File: src/rtl/bmul_pkg.sv
package bmul_pkg;
  typedef enum logic [2:0] {
    ST_IDLE,
    ST_TSTB,
    ST_SUBB,
    ST_MOVE,
    ST_TSTA,
    ST_SUBA
  } bmul_state_t;
endpackage

File: src/rtl/bmul_core.sv
module bmul_core #(
  parameter int W = 8,
  localparam int PW = 2 * W
) (
  input  logic [W-1:0]  a_i,
  input  logic [W-1:0]  b_i,
  output logic [PW-1:0] p_o
);
  always_comb begin
    p_o = PW'(a_i) * PW'(b_i);
  end
endmodule

File: src/rtl/bmul_fix.sv
module bmul_fix #(
  parameter int W = 8
) (
  input  logic         en_i,
  input  logic [W-1:0] hi_i,
  input  logic [W-1:0] sub_i,
  output logic [W-1:0] hi_o
);
  always_comb begin
    hi_o = en_i ? (hi_i - sub_i) : hi_i;
  end
endmodule

File: src/rtl/bmul_seq.sv
module bmul_seq
  import bmul_pkg::*;
(
  input  logic clk,
  input  logic rst,
  input  logic start_i,
  input  logic signed_i,
  output logic accept_o,
  output logic step_b_o,
  output logic step_a_o,
  output logic busy_o,
  output logic done_o
);
  bmul_state_t state_q;
  logic        done_q;

  assign busy_o   = (state_q != ST_IDLE);
  assign accept_o = start_i && !busy_o;
  assign step_b_o = (state_q == ST_SUBB);
  assign step_a_o = (state_q == ST_SUBA);
  assign done_o   = done_q;

  always_ff @(posedge clk) begin
    if (rst) begin
      state_q <= ST_IDLE;
      done_q  <= 1'b0;
    end else begin
      done_q <= 1'b0;
      unique case (state_q)
        ST_IDLE: begin
          if (accept_o) begin
            if (signed_i) state_q <= ST_TSTB;
            else          done_q  <= 1'b1;
          end
        end
        ST_TSTB: state_q <= ST_SUBB;
        ST_SUBB: state_q <= ST_MOVE;
        ST_MOVE: state_q <= ST_TSTA;
        ST_TSTA: state_q <= ST_SUBA;
        ST_SUBA: begin
          state_q <= ST_IDLE;
          done_q  <= 1'b1;
        end
        default: state_q <= ST_IDLE;
      endcase
    end
  end

  // once running, busy stays up until the last correction step
  p_busy_window_r4: assert property (@(posedge clk) disable iff (rst)
    (busy_o && state_q != ST_SUBA) |=> busy_o);

  // the last correction step ends in a done pulse with busy low
  p_done_after_fix_r3: assert property (@(posedge clk) disable iff (rst)
    (state_q == ST_SUBA) |=> (done_o && !busy_o));

  // an accepted unsigned start completes at the next edge
  p_unsigned_one_r2: assert property (@(posedge clk) disable iff (rst)
    (start_i && !busy_o && !signed_i) |=> (done_o && !busy_o));

  // a start while running does not restart the sequence
  p_start_ignored_r7: assert property (@(posedge clk) disable iff (rst)
    (start_i && state_q == ST_TSTB) |=> (state_q == ST_SUBB));
endmodule

File: src/rtl/bmul_unit.sv
module bmul_unit #(
  parameter int W = 8
) (
  input  logic         clk,
  input  logic         rst,
  input  logic         start_i,
  input  logic         signed_i,
  input  logic [W-1:0] wreg_i,
  input  logic [W-1:0] arg_i,
  output logic         busy_o,
  output logic         done_o,
  output logic [W-1:0] prod_hi_o,
  output logic [W-1:0] prod_lo_o
);
  localparam int PW = 2 * W;

  logic [W-1:0]  op_a_q, op_b_q;
  logic [W-1:0]  hi_q, lo_q;
  logic [PW-1:0] raw_prod;
  logic [W-1:0]  fixed_hi, sub_val;
  logic          fix_en;
  logic          accept, step_b, step_a;

  bmul_seq u_seq (
    .clk      (clk),
    .rst      (rst),
    .start_i  (start_i),
    .signed_i (signed_i),
    .accept_o (accept),
    .step_b_o (step_b),
    .step_a_o (step_a),
    .busy_o   (busy_o),
    .done_o   (done_o)
  );

  bmul_core #(.W(W)) u_core (
    .a_i (wreg_i),
    .b_i (arg_i),
    .p_o (raw_prod)
  );

  // step B: second operand negative -> subtract first; step A: the reverse
  always_comb begin
    fix_en  = (step_b && op_b_q[W-1]) || (step_a && op_a_q[W-1]);
    sub_val = step_b ? op_a_q : op_b_q;
  end

  bmul_fix #(.W(W)) u_fix (
    .en_i  (fix_en),
    .hi_i  (hi_q),
    .sub_i (sub_val),
    .hi_o  (fixed_hi)
  );

  always_ff @(posedge clk) begin
    if (rst) begin
      op_a_q <= '0;
      op_b_q <= '0;
      hi_q   <= '0;
      lo_q   <= '0;
    end else if (accept) begin
      op_a_q <= wreg_i;
      op_b_q <= arg_i;
      hi_q   <= raw_prod[PW-1:W];
      lo_q   <= raw_prod[W-1:0];
    end else begin
      hi_q   <= fixed_hi;
    end
  end

  assign prod_hi_o = hi_q;
  assign prod_lo_o = lo_q;

  // the low byte is frozen while corrections run
  p_lo_hold_r5: assert property (@(posedge clk) disable iff (rst)
    (busy_o && $past(busy_o)) |-> $stable(lo_q));

  // latched operands do not move during a running operation
  p_ops_hold_r6: assert property (@(posedge clk) disable iff (rst)
    (busy_o && $past(busy_o)) |-> ($stable(op_a_q) && $stable(op_b_q)));

  // product bytes hold when idle and no start arrives
  p_idle_hold_r9: assert property (@(posedge clk) disable iff (rst)
    (!busy_o && !start_i) |=> ($stable(hi_q) && $stable(lo_q)));
endmodule

File: config.mk
export PLATFORM = sky130hd
export DESIGN_NAME = bmul_unit
export DESIGN_NICKNAME = d
export VERILOG_FILES = /design/src/rtl/bmul_pkg.sv /design/src/rtl/bmul_core.sv /design/src/rtl/bmul_fix.sv /design/src/rtl/bmul_seq.sv /design/src/rtl/bmul_unit.sv
export SDC_FILE = /design/constraint.sdc
export NUM_CORES = 1
export LEC_CHECK = 0
export CORE_ASPECT_RATIO = 0.7
export CORE_MARGIN = 4
export CORE_UTILIZATION = 40
export CTS_CLUSTER_DIAMETER = 30
export DETAILED_ROUTE_END_ITERATION = 12
export HOLD_SLACK_MARGIN = 0.02
export PLACE_DENSITY = 0.7
export SLEW_MARGIN = 20
export SYNTH_ARGS = -nofsm -noshare
export SYNTH_HDL_FRONTEND = slang
export SYNTH_SLANG_ARGS = --single-unit
File: constraint.sdc
create_clock -name clk -period 5.89 [get_ports clk]
set_clock_uncertainty 0.1 [all_clocks]
set_input_delay 1.178 -clock clk [delete_from_list [all_inputs] [get_ports clk]]
set_output_delay 1.178 -clock clk [all_outputs]
set_load 0.01 [all_outputs]
==> After elaboration in Yosys (flattened, before gate mapping) <==
Cells that the tools add are included.
{ "word_totals": {"register_bits": 36, "out_inout_bits": 18, "wordCells": 33} }
{ "op_classes": {"add_sub_neg": 1, "n_mul": 1, "eq_ne": 7, "mux": 9, "n_reduce_logical": 9} }
{ "op_table": {"columns": ["cell", "count"], "rows": [
  ["$mux 8", 3],
  ["$mul 8x8->16", 1],
  ["$pmux 3 s5", 1],
  ["$sub 8x8->8", 1],
  ["$eq 3x2->1 const B", 2],
  ["$eq 3x3->1 const B", 2],
  ["$mux 3", 2],
  ["$ne 2x2->1 const B", 2],
  ["$eq 3x1->1 const B", 1],
  ["$logic_and 1x1->1", 3],
  ["$logic_not 3->1", 1],
  ["$reduce_bool 3->1", 1],
  ["$mux 1", 2],
  ["$pmux 1 s2", 1],
  ["$reduce_and 2->1", 1],
  ["$reduce_bool 2->1", 1],
  ["$logic_not 1->1", 1],
  ["$logic_or 1x1->1", 1]
]} }

==> Depth between registers and ports, before layout <==
{ "logic_depth": {"word_depth": 5, "mapped_depth": 16} }

==> Cells and area by module <==
From an unflattened synthesis, not the netlist that was laid out.
{ "hier_totals": {"hier_cells": 438, "hier_area_um2": 4072.7} }
{ "by_module_without_submodules": {"columns": ["module", "instances", "cells_each", "area_per_inst_um2"], "rows": [
  ["bmul_core", 1, 243, 2114.5],
  ["bmul_unit", 1, 113, 1276.2],
  ["bmul_fix", 1, 60, 467.9],
  ["bmul_seq", 1, 22, 214.0]
]} }

==> Worst setup path before layout <==
OpenSTA, ideal clock, no wires.
{ "synth_path": {"kind": "input port to flip-flop", "startpoint": "input arg_i[7]", "endpoint": "register hi_q[6] (netlist: prod_hi_o[6])", "setup_ns": 0.126, "arrival_ns": 4.983, "required_ns": 5.664, "path_slack_ns": 0.680, "stages": 14, "path_buffers": 0, "cell_sequence": "and2_1 -> fa_1 -> fa_1 -> fa_1 -> inv_1 -> fa_1 -> inv_1 -> ha_1 -> a2111oi_0 -> o21a_1 -> nor3_1 -> or3_1 -> a21oi_1 -> a2111oi_2"} }
{ "synth_via": {"elab_chain_len": 2} }
{ "synth_lines": {"columns": ["item", "line", "rtl"], "rows": [
  ["start: declaration", "bmul_unit.sv:9", "input logic [W-1:0] arg_i,"],
  ["$mul 8x8->16", "bmul_core.sv:10", "p_o = PW'(a_i) * PW'(b_i);"],
  ["$mux 8", "bmul_unit.sv:61", "end else if (accept) begin"],
  ["end signal: assignment", "bmul_unit.sv:64", "hi_q <= raw_prod[PW-1:W];"],
  ["end signal: assignment", "bmul_unit.sv:67", "hi_q <= fixed_hi;"],
  ["end: declaration", "bmul_unit.sv:18", "logic [W-1:0] hi_q, lo_q;"]
]} }
No other way between the ends.
A chain may end at the register's enable or synchronous reset.

==> Worst setup path in the final report <==
{ "layout_path": {"startpoint": "input arg_i[6]", "endpoint": "register hi_q[6] (netlist: prod_hi_o[6])"} }
The elaborated chain is that of the path after synthesis.

==> flow_metrics.tcl <==
set metrics [dict create \
    status "finished, final reports clean" \
    layout.nets 606 \
    overflow 0 \
    first_pass_iters 4 \
    reg2reg_slack_ps 2450 \
    portBuffers 37 \
    antenna_found_initial 0 \
    synth_ff_type "dfxtp_1" \
    min-delay-start "prod_lo_o[1]" \
    clock_sinks 36 \
    path_cells "clkdlybuf4s50_1, and2_1, fa_1, fa_1, fa_1, inv_1, fa_1, inv_1, ha_1, a2111oi_2, o21a_1, nor3_1, or3_1, a21oi_1, a2111oi_2" \
    setup_viol 0 \
    period_needed_ps 5680 \
    worstSetupStartpointType "primary input" \
    leakage_nw 2.11 \
    timing.rr.start "u_seq.state_q[1]" \
    syn_area_um2 3820 \
    viasPerCell 5.19 \
    yosys_warnings 0 \
    hold_viol 0 \
    critPathMaxStageDelay_ps 600 \
    root_buffer "clkbuf_16" \
    synth_most_common_cell "nand2_1" \
    final_cells 631 \
    cap_violations 0 \
    drc 0 \
    place_congestion 0.866 \
    grt_pass1_vias 3469 \
    power.density_nw_per_um2 323 \
    r2r_cells 9 \
    syn-num-nets 549 \
    critPathLaunch "arg_i[6]" \
    clk_path_buf_depth 2 \
    vias 3272 \
    synth_top_area_share_pct 19.4 \
    synthTopCellsByArea "fa_1 (19%), dfxtp_1 (19%), ha_1 (14%), and2_1 (8.2%), nand2_1 (6.6%)" \
    cts_hold_buf 0 \
    min_path_cells 2 \
    async_reset_ff_share_pct 0 \
    relSlewSlack_pct 58.5 \
    syn_inst 449 \
    clock_latency_ps 290 \
    use_met2_pct 27.5 \
    fmax_ghz 0.176 \
    hp-class "flop to flop" \
    hpwl_mm 7.82 \
    cts_made_buffers 5 \
    worstPathArrival_ps 5740 \
    crit_path_top_delay_cell "clkdlybuf4s50_1" \
    ys_ff_latch 36 \
    synthTopCellsByCount "nand2_1 (67), inv_1 (58), and2_1 (50)" \
    nFillCells 880 \
    fp.dieH_um 89.8 \
    post_cts_buffers 0 \
    ant_nets 0 \
    cp_data_required_time_ps 5950 \
    use_met3_pct 4.62 \
    whs_endpoint "prod_lo_o[1]" \
    cts-htree-levels 2 \
    ys_seq_area_share_pct 18.8 \
    synth_largest_area_cell "fa_1" \
    period_share_pct 96.4 \
    drv_slew 0 \
    fp.dieW_um 125 \
    initial_utilization_pct 41.7 \
    regToRegEndpoint "prod_hi_o[5]" \
    diodes 0 \
    wirelength_mm 9.54 \
    io_pins 38 \
    first_iter_violations 204 \
    use_met1_pct 26.4 \
    clk_pin_slew_ps 60 \
    area_growth_pct 21.6 \
    tightest_slew_ps 622 \
    avgSynthCellArea_um2 8.52 \
    end_kind "flop" \
    dp_cells 623 \
    core_um2 9180 \
    rsz0062_at_grt "no" \
    crit_type "primary input to flop" \
    globalRouteTotalUtil_pct 18.2 \
    cp_common_cell "fa_1" \
    dieArea_um2 11200 \
    drive_gt1_share_pct 8.48 \
    cts_tree "yes" \
    crit_fanout 4 \
    tns_ps 0 \
    routedWlPerCell_um 15.1 \
    grt_max_degree 32 \
    grt_pass1_wl_mm 16.7 \
    busiest_layer "met2" \
    synth_edf_count 0 \
    core.rowCount 29 \
    ir_worst_vdd_mv 0.161 \
    ys_types 47 \
]
critical path, delay by kind of cell:
kind	cells	cell delay, ps
AO/OA/AOI/OAI	4	880
buffers and inverters	3	690
adder cells (fa/ha/maj)	5	2390
AND/OR/NAND/NOR	3	600
cells in the final DEF (no fill, tap or decap), types with 2 or more instances in the layout:
cell              n
and2_1           50
nor2b_1           3
ha_1             43
o2111a_1          2
buf_4            28
a21o_1            4
a2111oi_2         3
o21a_1            4
xnor2_1           7
dfxtp_1          36
inv_1            58
nor2_1           16
clkbuf_16         5
a311oi_1          2
o21ai_0          10
mux2i_1           8
a211oi_1          8
nor3_1            6
and3_1            2
xor2_1            4
o211ai_1          4
nand2_1          67
a21oi_1          34
or3_1             2
fa_1             37
nand3_1           4
a211o_1           2
clkdlybuf4s50_1  37
sequential cells by signal, summed over array words and instances (netlist names):
signal	count
u_seq.state_q	3
prod_lo_o	8
u_seq.done_o	1
op_a_q	8
prod_hi_o	8
op_b_q	8
cells by family after synthesis:
logic type	synth area share [%]
and+or+nand+nor	20.5
DFF	18.8
buffers and inverters	7.85
AOI/OAI and AO/OA	14.5
muxes	2.39
adders and majority gates	33.4
xor gates and xnor gates	2.52
per-stage QoR:
stage	utilization (%)	setup WS (ps)	power (W)	instance area [µm²]	hold slack [ps]
floorplan	-	680	0.000918	3820	333
global placement	48.8	-29.3	0.00117	4480	343
detailed placement	48.8	-109	0.00118	4480	348
CTS	50.6	184	0.00150	4650	357
global route	50.7	29.4	0.00166	4650	372
finish	50.7	214	0.00150	4650	352
final cells by class:
cell class / instances / area (µm²) / share of cell area, %
flip-flops and latches: 36 / 721 / 15.5
clock inverters: 3 / 42.5 / 0.914
multi-input cells: 340 / 2810 / 60.4
clock buffers: 5 / 125 / 2.69
repair buffers: 65 / 581 / 12.5
well taps: 124 / 155 / 3.34
inverters: 58 / 218 / 4.68
how the worst max path moves through the flow:
stage	cells after the start	slack [ps]	end
global route	15	30	prod_hi_o[6]
global placement	15	-30	prod_hi_o[6]
CTS	15	180	prod_hi_o[6]
detailed placement	15	-110	prod_hi_o[6]
floorplan	14	680	prod_hi_o[6]
finish	15	210	prod_hi_o[6]
metal layers:
metal	routed length, µm	share of wire [%]
met3	641	6.7
met4	122	1.3
met1	4710	49
met5	0	0
met2	4060	43
repair_timing:
action                                 4_1_cts  5_1_grt
setup endpoints to repair                    0        2
endpoints found under the hold margin        0        0
gates resized for setup                      0        2
power by group:
part | internal, W | leakage (nW) | switching, W | total [W]
combinational | 0.000417 | 1.74 | 0.000469 | 0.000886
sequential | 0.000280 | 0.296 | 0.0000322 | 0.000312
clock | 0.000199 | 0.0798 | 0.000107 | 0.000305
total | 0.000896 | 2.11 | 0.000607 | 0.00150
Power figures use the tool's default switching activity.
